$ cat config.mk
export PLATFORM = sky130hd
export DESIGN_NAME = memctl_keyreg
export DESIGN_NICKNAME = d
export VERILOG_FILES = /design/src/rtl/memctl_keyreg_pkg.sv /design/src/rtl/memctl_keyreg_lock.sv /design/src/rtl/memctl_keyreg_decode.sv /design/src/rtl/memctl_keyreg_merge.sv /design/src/rtl/memctl_keyreg_store.sv /design/src/rtl/memctl_keyreg.sv
export SDC_FILE = /design/constraint.sdc
export NUM_CORES = 2
export LEC_CHECK = 0
export ABC_AREA = 1
export ABC_CLOCK_PERIOD_IN_PS = 2900
export BUFFER_PORTS_ARGS = -buffer_cell sky130_fd_sc_hd__buf_4
export CAP_MARGIN = 20
export CORE_UTILIZATION = 35
export DETAILED_ROUTE_END_ITERATION = 10
export PLACE_DENSITY_LB_ADDON = 0.12
export SLEW_MARGIN = 0
export SYNTH_ARGS = -nofsm -noshare
export SYNTH_HDL_FRONTEND = slang
export SYNTH_SLANG_ARGS = --single-unit
$ cat constraint.sdc
create_clock -name clk -period 2.9 [get_ports clk]
set_input_delay 0.435 -clock clk [delete_from_list [all_inputs] [get_ports clk]]
set_output_delay 0.435 -clock clk [all_outputs]
set_load 0.01 [all_outputs]
$ cat src/rtl/memctl_keyreg_pkg.sv
package memctl_keyreg_pkg;

    localparam int WORD_W = 32;
    localparam logic [WORD_W-1:0] UNLOCK_KEY   = 32'hFC60_0309;
    localparam logic [WORD_W-1:0] CONF_RO_MASK = 32'hF00F_C04C;
    localparam logic [WORD_W-1:0] CONF_CONST   = 32'h0008_000C;

    localparam int IDX_PROT     = 0;
    localparam int IDX_CONF     = 1;
    localparam int IDX_PHYSTAT  = 24;
    localparam int IDX_SELFTEST = 28;

    localparam int PHY_BUSY_BIT  = 0;
    localparam int PLL_LOCK_BIT  = 4;
    localparam int TEST_DONE_BIT = 12;
    localparam int TEST_FAIL_BIT = 13;

    typedef enum logic [0:0] {
        ST_LOCKED = 1'b0,
        ST_OPEN   = 1'b1
    } lock_state_t;

    function automatic logic [1:0] size_code(int mb);
        case (mb)
            128:     return 2'd0;
            256:     return 2'd1;
            512:     return 2'd2;
            1024:    return 2'd3;
            default: return 2'd2;
        endcase
    endfunction

    function automatic logic [WORD_W-1:0] conf_fixed(int ver, int mb);
        logic [WORD_W-1:0] v;
        v = WORD_W'(ver & 15) << 28;
        return v | CONF_CONST | {30'b0, size_code(mb)};
    endfunction

endpackage

$ cat src/rtl/memctl_keyreg_lock.sv
module memctl_keyreg_lock
    import memctl_keyreg_pkg::*;
(
    input  logic clk,
    input  logic rst_n,
    input  logic prot_wr,
    input  logic key_match,
    output logic open_o
);

    lock_state_t state_q;
    lock_state_t state_d;

    always_ff @(posedge clk) begin
        if (!rst_n) state_q <= ST_LOCKED;
        else        state_q <= state_d;
    end

    always_comb begin
        state_d = state_q;
        unique case (state_q)
            ST_LOCKED: if (prot_wr && key_match)  state_d = ST_OPEN;    // KEY_OK
            ST_OPEN:   if (prot_wr && !key_match) state_d = ST_LOCKED;  // KEY_BAD
            default:   state_d = ST_LOCKED;
        endcase
    end

    always_comb begin
        open_o = (state_q == ST_OPEN);
    end

endmodule

$ cat src/rtl/memctl_keyreg_decode.sv
module memctl_keyreg_decode #(
    parameter int ADDR_W    = 12,
    parameter int NUM_WORDS = 64,
    localparam int IDX_W    = $clog2(NUM_WORDS),
    localparam int FULL_W   = ADDR_W - 2
) (
    input  logic              wr_en,
    input  logic [ADDR_W-1:0] addr,
    input  logic              open_i,
    output logic [IDX_W-1:0]  idx,
    output logic              in_range,
    output logic              is_prot,
    output logic              accept,
    output logic              reject
);

    logic [FULL_W-1:0] full_idx;
    logic [1:0]        unused_lsb;

    assign unused_lsb = addr[1:0];
    assign full_idx   = addr[ADDR_W-1:2];
    assign in_range   = (full_idx < FULL_W'(NUM_WORDS));
    assign idx        = full_idx[IDX_W-1:0];
    assign is_prot    = in_range && (idx == '0);
    assign accept     = wr_en && in_range && !is_prot && open_i;
    assign reject     = wr_en && (!in_range || (!is_prot && !open_i));

endmodule

$ cat src/rtl/memctl_keyreg_merge.sv
module memctl_keyreg_merge
    import memctl_keyreg_pkg::*;
#(
    parameter int HW_VER    = 1,
    parameter int MEM_MB    = 512,
    parameter bit PLL_FORCE = 1'b1,
    parameter int IDX_W     = 6
) (
    input  logic [IDX_W-1:0]  idx,
    input  logic [WORD_W-1:0] din,
    output logic [WORD_W-1:0] dout
);

    localparam logic [WORD_W-1:0] FIXED = conf_fixed(HW_VER, MEM_MB);

    logic [WORD_W-1:0] stat_v;

    generate
        if (PLL_FORCE) begin : g_pll_on
            always_comb begin
                stat_v = din;
                stat_v[PHY_BUSY_BIT] = 1'b0;
                stat_v[PLL_LOCK_BIT] = 1'b1;
            end
        end else begin : g_pll_off
            always_comb begin
                stat_v = din;
                stat_v[PHY_BUSY_BIT] = 1'b0;
            end
        end
    endgenerate

    always_comb begin
        dout = din;
        if (idx == IDX_W'(IDX_CONF)) begin
            dout = (din & ~CONF_RO_MASK) | FIXED;
        end else if (idx == IDX_W'(IDX_PHYSTAT)) begin
            dout = stat_v;
        end else if (idx == IDX_W'(IDX_SELFTEST)) begin
            dout[TEST_DONE_BIT] = 1'b1;
            dout[TEST_FAIL_BIT] = 1'b0;
        end
    end

endmodule

$ cat src/rtl/memctl_keyreg_store.sv
module memctl_keyreg_store
    import memctl_keyreg_pkg::*;
#(
    parameter int                NUM_WORDS = 64,
    parameter int                IDX_W     = 6,
    parameter logic [WORD_W-1:0] CONF_INIT = '0
) (
    input  logic              clk,
    input  logic              rst_n,
    input  logic              we,
    input  logic [IDX_W-1:0]  widx,
    input  logic [WORD_W-1:0] wdata,
    input  logic [IDX_W-1:0]  ridx,
    output logic [WORD_W-1:0] rword
);

    logic [WORD_W-1:0] words [NUM_WORDS];

    // Word 0 is held by the lock state machine, not here.
    assign words[0] = '0;

    generate
        for (genvar g = 1; g < NUM_WORDS; g++) begin : g_word
            localparam logic [WORD_W-1:0] INIT = (g == IDX_CONF) ? CONF_INIT : '0;
            always_ff @(posedge clk) begin
                if (!rst_n)                         words[g] <= INIT;
                else if (we && widx == IDX_W'(g))   words[g] <= wdata;
            end
        end
    endgenerate

    assign rword = words[ridx];

endmodule

$ cat src/rtl/memctl_keyreg.sv
module memctl_keyreg
    import memctl_keyreg_pkg::*;
#(
    parameter int ADDR_W    = 12,
    parameter int NUM_WORDS = 64,
    parameter int HW_VER    = 1,
    parameter int MEM_MB    = 512,
    parameter bit PLL_FORCE = 1'b1
) (
    input  logic              clk,
    input  logic              rst_n,
    input  logic              wr_en,
    input  logic              rd_en,
    input  logic [ADDR_W-1:0] addr,
    input  logic [31:0]       wdata,
    output logic [31:0]       rdata,
    output logic              wr_err
);

    localparam int IDX_W = $clog2(NUM_WORDS);
    localparam logic [WORD_W-1:0] CONF_RESET = conf_fixed(HW_VER, MEM_MB);

    logic             lock_open;
    logic [IDX_W-1:0] idx;
    logic             in_range;
    logic             is_prot;
    logic             accept;
    logic             reject;
    logic [31:0]      merged;
    logic [31:0]      rword;

    memctl_keyreg_decode #(.ADDR_W(ADDR_W), .NUM_WORDS(NUM_WORDS)) u_decode (
        .wr_en    (wr_en),
        .addr     (addr),
        .open_i   (lock_open),
        .idx      (idx),
        .in_range (in_range),
        .is_prot  (is_prot),
        .accept   (accept),
        .reject   (reject)
    );

    memctl_keyreg_lock u_lock (
        .clk       (clk),
        .rst_n     (rst_n),
        .prot_wr   (wr_en && is_prot),
        .key_match (wdata == UNLOCK_KEY),
        .open_o    (lock_open)
    );

    memctl_keyreg_merge #(
        .HW_VER(HW_VER), .MEM_MB(MEM_MB), .PLL_FORCE(PLL_FORCE), .IDX_W(IDX_W)
    ) u_merge (
        .idx  (idx),
        .din  (wdata),
        .dout (merged)
    );

    memctl_keyreg_store #(
        .NUM_WORDS(NUM_WORDS), .IDX_W(IDX_W), .CONF_INIT(CONF_RESET)
    ) u_store (
        .clk   (clk),
        .rst_n (rst_n),
        .we    (accept),
        .widx  (idx),
        .wdata (merged),
        .ridx  (idx),
        .rword (rword)
    );

    always_ff @(posedge clk) begin
        if (!rst_n) begin
            rdata  <= '0;
            wr_err <= 1'b0;
        end else begin
            wr_err <= reject;
            if (rd_en) begin
                if (!in_range)    rdata <= '0;
                else if (is_prot) rdata <= {31'b0, lock_open};
                else              rdata <= rword;
            end
        end
    end

endmodule

==> impl_metrics.ini <==
[finish]
regArea_um2 = 41000
syn2layout_area_growth_pct = 17.6
drive_gt1_share_pct = 8.79
fill_cells = 27400
layout.nets = 14000
multiInputGateArea_um2 = 45500

[logic_synthesis]
synth_area_um2 = 93200
synth.area.top_cells = dfxtp_1 (44%), nand2_1 (18%), o21ai_0 (8.2%), nor2_1 (7.8%), a21oi_1 (7.1%)
yosys_most_used_dff = dfxtp_1
synth_xor_area_share_pct = 0
synth_fa_ha_area_share_pct = 0
yosysMostFrequentCell = nand2_1
synth_top_cells_by_count = nand2_1 (4479), dfxtp_1 (2050), nor2_1 (1944)
synth-compound-area-share_pct = 19.2
postSynth.asyncResetShare_pct = 0
synthSimpleGateAreaFrac_pct = 29.3
synth.top_cell.area_share_pct = 44.0
yosysTopAreaCell = dfxtp_1
synth_edf_count = 0
synthMuxAreaShare_pct = 0
syn_avg_cell_area_um2 = 6.58
synth.distinct_cells = 31
synth_top_family_by_area = simple AND/OR/NAND/NOR gates
synth-seq-cells = 2050
ys_warn_count = 0
synth_nets = 14200
seq_area_frac_synth_pct = 44.0
synth_cells = 14200

[routing]
drc = 4
viasPerCell = 5.39
wl_per_cell_um = 23.5
antenna_left = 0
first_iter_violations = 10500
vias = 95100
dr.pass1.iters = 9
wl_um = 415000

[worst_setup_path]
r2r-end = u_store.words[1934]
cp-end-kind = flip-flop
worstPathRequired_ns = 3.80
crit_fanout = 2
crit_path_cell_trace = dlygate4sd3_1 -> buf_4 -> or4_1 -> dlygate4sd3_1 -> nor3_1 -> dlygate4sd3_1 -> nand3_1 -> dlygate4sd3_1 -> a21oi_1
critPathBufInv = 5
crit_top_cell = dlygate4sd3_1
crit_arrival_ns = 3.64
slowest_stage = dlygate4sd3_1
cp_top_family = buffers and inverters
critPathMaxStageDelay_ns = 0.58
r2r_setup_slack_ns = 0.64
worstSetupPathType = in -> reg
cp-start-kind = input port
worstRegToRegCells = 10

[timing]
hold_violations = 0
setup_tns_ns = 0
skew_ns = 0.0926
slew_violations = 0
relSlewSlack_pct = 31.3
clock.fmax_mhz = 366
fin_ws_ns = 0.166
period_needed_ns = 2.73
rsz0062_at_grt = false
worst_slew_pin_slew_ns = 1.03
setup_viol = 0
period_share_pct = 94.3

[global_routing]
track_usage_pct = 29.8
grt_pass1_vias = 88200
overflow = 0
grt_pass1_wl_um = 605000
antenna_found_initial = 25
grt_max_degree = 176

[clock_tree]
insertion_delay_ns = 0.97
ctsResizeCount = 0
post_cts_buffers = 0
cts.sinks = 2050
cts_tree = built
clkTransAtPathRegs_ns = 0.07
numCtsBuffers = 241
ctsHoldBuffers = 21
cts_buffer_depth = 4
ctsHtreeMaxLevel = 4
clockRootBuffer = clkbuf_16

[pwr]
total_power_mw = 62.9
power_density_nw_per_um2 = 574
ir_drop_mv = 0.510
p_leak_nw = 45.4

[hold_path]
min-delay-start = rd_en
min_to = rdata[0]
hold_depth = 5
hold_path.class = in -> reg

[place]
detailed_place_hpwl_um = 258000
port_buffers = 78
finalWeightedCongestion = 0.920
place_ws_ns = -0.0326

[floorplanning]
die_x_um = 518
rows = 189
initial_core_util_pct = 35.2
dieArea_um2 = 268000
fp.coreArea_um2 = 265000
die_y_um = 518
io_pins = 81

[outcome]
violations = DRC
status = finished, violations left

[run]
cap_violations = 0
[placed cells by master (no fill, tap or decap), drive strengths merged]
cell type / synthesis / final
nand4: 5 / 5
or2: 6 / 6
a31oi: 88 / 88
o21ai: 1569 / 1569
nand2: 4482 / 4482
buf: 377 / 760
a21oi: 1325 / 1325
clkinvlp: 0 / 4
or4: 1 / 1
dlygate4sd3: 0 / 21
dfxtp: 2050 / 2050
a211oi: 381 / 381
inv: 462 / 465
nand3: 115 / 115
clkbuf: 907 / 374
diode: 0 / 5
nor4: 4 / 4
bufinv: 0 / 15
clkinv: 2 / 33
o31ai: 1 / 1
nor3: 438 / 438
nor2: 1962 / 1962
[cell type report]
| type | instances | share of cell area [%] |
|---|---|---|
| Antenna cell | 5 | 0.0114 |
| Clock buffer | 374 | 6.51 |
| Clock inverter | 53 | 0.700 |
| Inverter | 464 | 1.61 |
| Multi-Input combinational cell | 10400 | 41.5 |
| Sequential cell | 2050 | 37.5 |
| Tap cell | 3533 | 4.03 |
| Timing Repair Buffer | 781 | 8.16 |
[how the worst max path moves through the flow]
| stage | to | from | depth (start not counted) |
|---|---|---|---|
| final | flip-flop | wdata[6] | 9 |
| after global routing | flip-flop | wdata[6] | 9 |
| after CTS | flip-flop | wdata[6] | 9 |
| after detailed placement | rdata[31] | addr[2] | 16 |
| after global placement | u_store.words[1550] | addr[11] | 10 |
| after floorplan | u_store.words[2012] | addr[3] | 11 |
[layer usage]
layer	share of wire, %	routed length [um]	vias to the layer above	global-route usage (%)
li1	-	-	45200	-
met1	43	179000	45300	40.1
met2	44	184000	3903	47.0
met3	7.2	29800	735	3.69
met4	5.4	22400	6	15.0
met5	0.015	61	-	0
[registers in the layout, indices dropped and copies added (netlist names), named ones only]
| register | cells |
|---|---|
| rdata | 32 |
| u_store.words | 2016 |
| wr_err | 1 |
[worst reg2reg max path, cell delays in order (launching register included)]
cell and delay, ns:
dfxtp_1 0.41, inv_1 0.08, nor2_1 0.17, nand3_2 0.17, nor2_1 0.16, inv_2 0.09
buf_12 0.16, nor2_2 0.32, buf_4 0.31, o21ai_0 0.12, nor2_1 0.14
[power breakdown]
group / switching [mW] / internal [mW]
combinational: 3.05 / 0.834
clock: 12.8 / 18.1
sequential: 0.000235 / 28.2
[kinds of logic after synthesis]
family | Yosys count
AOI/OAI and AO/OA | 3364
buffers and inverters | 1748
DFF | 2050
and+or+nand+nor | 7013
[through the flow]
stage                     hold WS, ns  cells  utilization, %  cell area (um^2)
after global routing           0.0439  17600            41.3            110000
after floorplan                 0.408  14200               -             93200
after detailed placement        0.420  17200            38.3            101000
after global placement          0.416  17200            38.3            101000
final                          0.0440  17600            41.3            110000
after CTS                     0.00864  17600            41.3            110000
No activity file was read; power rests on OpenSTA's default activity.
